<file path="src/rtl/omat_pkg.sv">
package omat_pkg;

    localparam int DEF_DATA_W = 64;
    localparam int DEF_OFS_W  = 11;

    typedef enum logic [1:0] {
        UP_KEEP = 2'd0,
        UP_INC  = 2'd1,
        UP_DEC  = 2'd2
    } up_sel_e;

endpackage

</file>
<file path="src/rtl/omat_low_add.sv">
module omat_low_add #(
    parameter int W = 11
) (
    input  logic [W-1:0] base_lo,
    input  logic [W-1:0] ofs,
    output logic [W-1:0] sum,
    output logic         cout
);
    logic [W:0] wide;

    always_comb begin
        wide = {1'b0, base_lo} + {1'b0, ofs};
        sum  = wide[W-1:0];
        cout = wide[W];
    end
endmodule

</file>
<file path="src/rtl/omat_upper_prep.sv">
module omat_upper_prep #(
    parameter int W = 53
) (
    input  logic [W-1:0] upper,
    output logic [W-1:0] upper_inc,
    output logic [W-1:0] upper_dec
);
    always_comb begin
        upper_inc = upper + W'(1);
        upper_dec = upper - W'(1);
    end
endmodule

</file>
<file path="src/rtl/omat_up_select.sv">
module omat_up_select
    import omat_pkg::*;
#(
    parameter int W = 53
) (
    input  logic         cout,
    input  logic         ofs_neg,
    input  logic [W-1:0] upper_keep,
    input  logic [W-1:0] upper_inc,
    input  logic [W-1:0] upper_dec,
    output logic [W-1:0] upper_out
);
    up_sel_e sel;

    always_comb begin
        if (!ofs_neg && cout)      sel = UP_INC;
        else if (ofs_neg && !cout) sel = UP_DEC;
        else                       sel = UP_KEEP;

        case (sel)
            UP_INC:  upper_out = upper_inc;
            UP_DEC:  upper_out = upper_dec;
            default: upper_out = upper_keep;
        endcase
    end
endmodule

</file>
<file path="src/rtl/offset_materializer.sv">
module offset_materializer
    import omat_pkg::*;
#(
    parameter int DATA_W    = DEF_DATA_W,
    parameter int OFS_W     = DEF_OFS_W,
    parameter bit PIPELINED = 1'b1
) (
    input  logic              clk,
    input  logic              rst_n,
    input  logic              in_valid,
    input  logic [DATA_W-1:0] in_base,
    input  logic [OFS_W-1:0]  in_ofs,
    output logic              out_valid,
    output logic [DATA_W-1:0] out_value
);
    localparam int UP_W = DATA_W - OFS_W;

    typedef struct packed {
        logic              vld;
        logic [DATA_W-1:0] val;
    } stage_t;

    logic [OFS_W-1:0] lo_sum;
    logic             lo_cout;
    logic [UP_W-1:0]  up_inc, up_dec, up_sel;
    stage_t           st_d, st_q;

    omat_low_add #(.W(OFS_W)) low_i (
        .base_lo (in_base[OFS_W-1:0]),
        .ofs     (in_ofs),
        .sum     (lo_sum),
        .cout    (lo_cout)
    );

    omat_upper_prep #(.W(UP_W)) prep_i (
        .upper     (in_base[DATA_W-1:OFS_W]),
        .upper_inc (up_inc),
        .upper_dec (up_dec)
    );

    omat_up_select #(.W(UP_W)) sel_i (
        .cout       (lo_cout),
        .ofs_neg    (in_ofs[OFS_W-1]),
        .upper_keep (in_base[DATA_W-1:OFS_W]),
        .upper_inc  (up_inc),
        .upper_dec  (up_dec),
        .upper_out  (up_sel)
    );

    always_comb begin
        st_d     = '0;
        st_d.vld = in_valid;
        st_d.val = {up_sel, lo_sum};
    end

    generate
        if (PIPELINED) begin : g_reg
            always_ff @(posedge clk) begin
                if (!rst_n) st_q <= '0;
                else        st_q <= st_d;
            end
        end else begin : g_comb
            always_comb st_q = st_d;
        end
    endgenerate

    assign out_valid = st_q.vld;
    assign out_value = st_q.val;
endmodule

</file>
<file path="config.mk">
export PLATFORM = sky130hd
export DESIGN_NAME = offset_materializer
export DESIGN_NICKNAME = d
export VERILOG_FILES = /design/src/rtl/omat_pkg.sv /design/src/rtl/omat_low_add.sv /design/src/rtl/omat_upper_prep.sv /design/src/rtl/omat_up_select.sv /design/src/rtl/offset_materializer.sv
export SDC_FILE = /design/constraint.sdc
export NUM_CORES = 1
export LEC_CHECK = 0
export BUFFER_PORTS_ARGS = -buffer_cell sky130_fd_sc_hd__buf_4
export CORE_MARGIN = 2
export CORE_UTILIZATION = 40
export CTS_CLUSTER_DIAMETER = 80
export CTS_CLUSTER_SIZE = 25
export DETAILED_ROUTE_END_ITERATION = 7
export PLACE_DENSITY_LB_ADDON = 0.08
export SLEW_MARGIN = 10
export SYNTH_ARGS = -nofsm -noshare
export SYNTH_HDL_FRONTEND = slang
export SYNTH_SLANG_ARGS = --single-unit
</file>
<file path="constraint.sdc">
create_clock -name clk -period 18.6 [get_ports clk]
set_input_delay 1.86 -clock clk [delete_from_list [all_inputs] [get_ports clk]]
set_output_delay 1.86 -clock clk [all_outputs]
set_load 0.02 [all_outputs]
</file>
==> results by group <==
CTS
  • H-tree depth: 3
  • CTS tree: done
  • PostCTS Resize Cnt: 0
  • Clock Sinks: between 60 and 70
  • Hold-fix buffers, CTS: 0
  • CTS buffer count: 9
  • Post-CTS Setup Inserts: 0
  • Clock slew at reported path FFs: roughly 0.060 ns
  • Clock Tree Buf Depth: 2
  • CTS root buf: clkbuf_16

Timing
  • Worst slew pin tran: 0.831 ns
  • Hold WS: approximately 1.7 ns
  • Final setup TNS: 0 ns
  • Final Setup Violations: 0
  • Max_slew headroom: 0.446
  • Final WS setup: 11.36 ns
  • Final hold viol count: 0
  • RSZ-0062 raised after global routing: false
  • Max frequency: 138 MHz
  • Final min period: 7.24 ns
  • Fin crit share: 0.389
  • Max-slew violations: 0

Synthesis
  • Ys async rst share: 0
  • Share of the synthesized area in the top cell type: 0.241
  • Synth cell types: 57
  • Synthesized Nets: 848
  • Avg Cell Area, Syn: roughly 7.7 um2
  • Gate Count Post-Synth: between 700 and 800
  • YS warnings: 0
  • Register bit total from synthesis: 65
  • Register area share after synthesis: 0.241
  • Top cells by area, synth: dfxtp_1, ha_1, a21oi_1
  • Post-Syn Area: 5400 um2
  • EDFF count, synth: 0
  • Area leader, netlist: dfxtp_1
  • Most common flop cell mapped by yosys: dfxtp_1

Floorplanning
  • Core area: ~13000 um2
  • IO Pins: 143
  • Die height: 120 um
  • Die ar.: 14400 um2
  • Initial Util: 0.409
  • Chip width: 120 um
  • # rows: 42

Routing
  • Vias: 5443
  • # DRC: 0
  • DRT iter0 DRCs: 301
  • Vias per cell: 5.39
  • DR WL/cell: between 15 and 20 um
  • Final ANT Viol Nets: 0
  • DRT Wirelength: 15300 um
  • Pre-Repair DR Iteration Count: 4

Layout
  • FILL cells: 1315
  • N_diodes: 0
  • Fin area: 6870 um2
  • Layout cell share with drive strength beyond 1: 0.202
  • P&R area growth vs syn: 27.4%
  • Final #Nets: 971

Critical path
  • Crit end category: register
  • Critical path startpoint: in_base[1]
  • Crit Path Class: primary input to register
  • Worst endpoint required time: roughly 19 ns
  • CP max FO: 54
  • Worst path arrival time: 7.46 ns
  • Critical path launch point type: primary input

Hold path
  • Hold_sp: in_base[48]
  • HP Class: primary input to register

Power and ir drop
  • Worst IR Drop VDD: 37.5 uV
  • Design Power: 0.000608 W
  • P per Cell Area: just under 90 nW/um2
  • Lkg Pwr: ~3.4 nW

Run
  • Max-Cap Viols: 0

GRT
  • First-pass GRT wire length: 24900 um
  • Routing usage on met3: 0.0347
  • M2 GR Usage: 0.334
  • Total gr overflow: 0
  • GRT Max-Usage Layer: met2
  • Initial antenna violation count: 0
  • Largest net degree at the start of global routing: 86
  • M1 GR Usage: 0.297
  • Number of global-route vias before repair: 5114
  • Total track usage: 0.215

Place
  • Area after DPL: between 6000 and 7000 um2
  • Dpl ws: 11.01 ns
  • PortBufs: 142
  • HPWL after detailed placement: 11700 um
  • Placer Congestion: 0.945

Outcome
  • Status: finished clean
==> kinds of logic (layout without fill, tap and decap cells) <==
logic type,Yosys count,after routing,share of synthesized area
and+or+nand+nor,225,225,0.195
muxes,5,5,0.00927
xor gates and xnor gates,48,48,0.0779
AOI/OAI and AO/OA,237,237,0.281
DFF,65,65,0.241
buffers and inverters,60,188,0.0422
adders and majority gates,65,65,0.153
==> per-stage QoR <==
step,utilization,instances
finish,0.521,1009
global route,0.521,1009
CTS,0.521,1009
detailed placement,0.499,993
global placement,0.499,993
floorplan,-,705
==> registers in the layout, summed over array words and instances, names as in the netlist <==
| name | cells |
|---|---|
| out_value | 64 |
| out_valid | 1 |
==> cells in the mapped netlist (7+ instances only) <==
master / n
nor2_1: 83
a21oi_1: 80
dfxtp_1: 65
ha_1: 63
nand2_1: 57
a21o_1: 42
clkbuf_1: 28
o21ai_0: 28
inv_1: 26
xnor2_1: 24
xor2_1: 24
o21ai_1: 18
nor3_1: 17
nand4_1: 14
nand3_1: 12
and2_1: 11
o21a_1: 9
nand2b_1: 8
o21bai_1: 8
o211ai_1: 7
o31ai_1: 7
==> cell type report <==
cell class	count	area [um2]	area share
multi-input cells	580	3870	0.563
flip-flops and latches	65	1300	0.189
repair buffers	145	1090	0.158
clock buffers	14	254	0.0370
well taps	176	220	0.0320
inverters	27	101	0.0147
clock inverters	2	37.5	0.00546
==> placed cells by master (no fill, tap or decap), drive strengths merged, types with 7 or more instances in the layout <==
| cell | synthesis | layout |
|---|---|---|
| o21bai | 8 | 8 |
| o21a | 9 | 9 |
| nand4 | 14 | 14 |
| dfxtp | 65 | 65 |
| xor2 | 24 | 24 |
| a21o | 42 | 42 |
| and2 | 11 | 11 |
| o31ai | 7 | 7 |
| xnor2 | 24 | 24 |
| a211oi | 8 | 8 |
| nand2b | 8 | 8 |
| o21ai | 46 | 46 |
| buf | 5 | 145 |
| ha | 63 | 63 |
| nor2 | 83 | 83 |
| nand2 | 57 | 57 |
| nor3 | 18 | 18 |
| o211ai | 8 | 8 |
| clkbuf | 28 | 14 |
| a21oi | 81 | 81 |
| inv | 26 | 26 |
| nand3 | 12 | 12 |
==> path summary, 6_finish.rpt <==
check             cells past startpoint            end
setup / recovery                     26  out_value[59]
hold / removal                        3  out_value[48]
==> report_power, final <==
group	leakage [nW]	switching (W)	total, W	internal, W
registers	0.541	0.00000613	0.000167	0.000161
logic	2.70	0.000156	0.000270	0.000114
clock network	0.137	0.0000640	0.000172	0.000108
==> critical path, cell delays in order <==
cell       delay (ns)
buf_4            0.11
ha_1             0.28
a21o_1           0.15
a21oi_1          0.21
o21ai_0          0.11
a21oi_1          0.22
o21ai_0          0.11
a21oi_1          0.21
o21ai_0          0.11
a21oi_1          0.21
o21ai_0          0.10
a21oi_1          0.16
ha_2             0.18
buf_4            0.51
inv_1            0.19
fa_1             0.41
and2b_1          0.24
o2111ai_1        0.13
and3_4           0.21
o311a_4          0.36
nor3_4           0.23
o211ai_2         0.16
a211oi_1         0.37
o21bai_1         0.14
a21o_1           0.19
a32o_1           0.25
==> metal layers <==
layer / part of all wire / up-vias
met2: 0.46 / 169
met5: 0 / -
li1: - / 2772
met1: 0.47 / 2482
met4: 0.017 / 0
met3: 0.061 / 20
(Power assumes the default switching activity.)
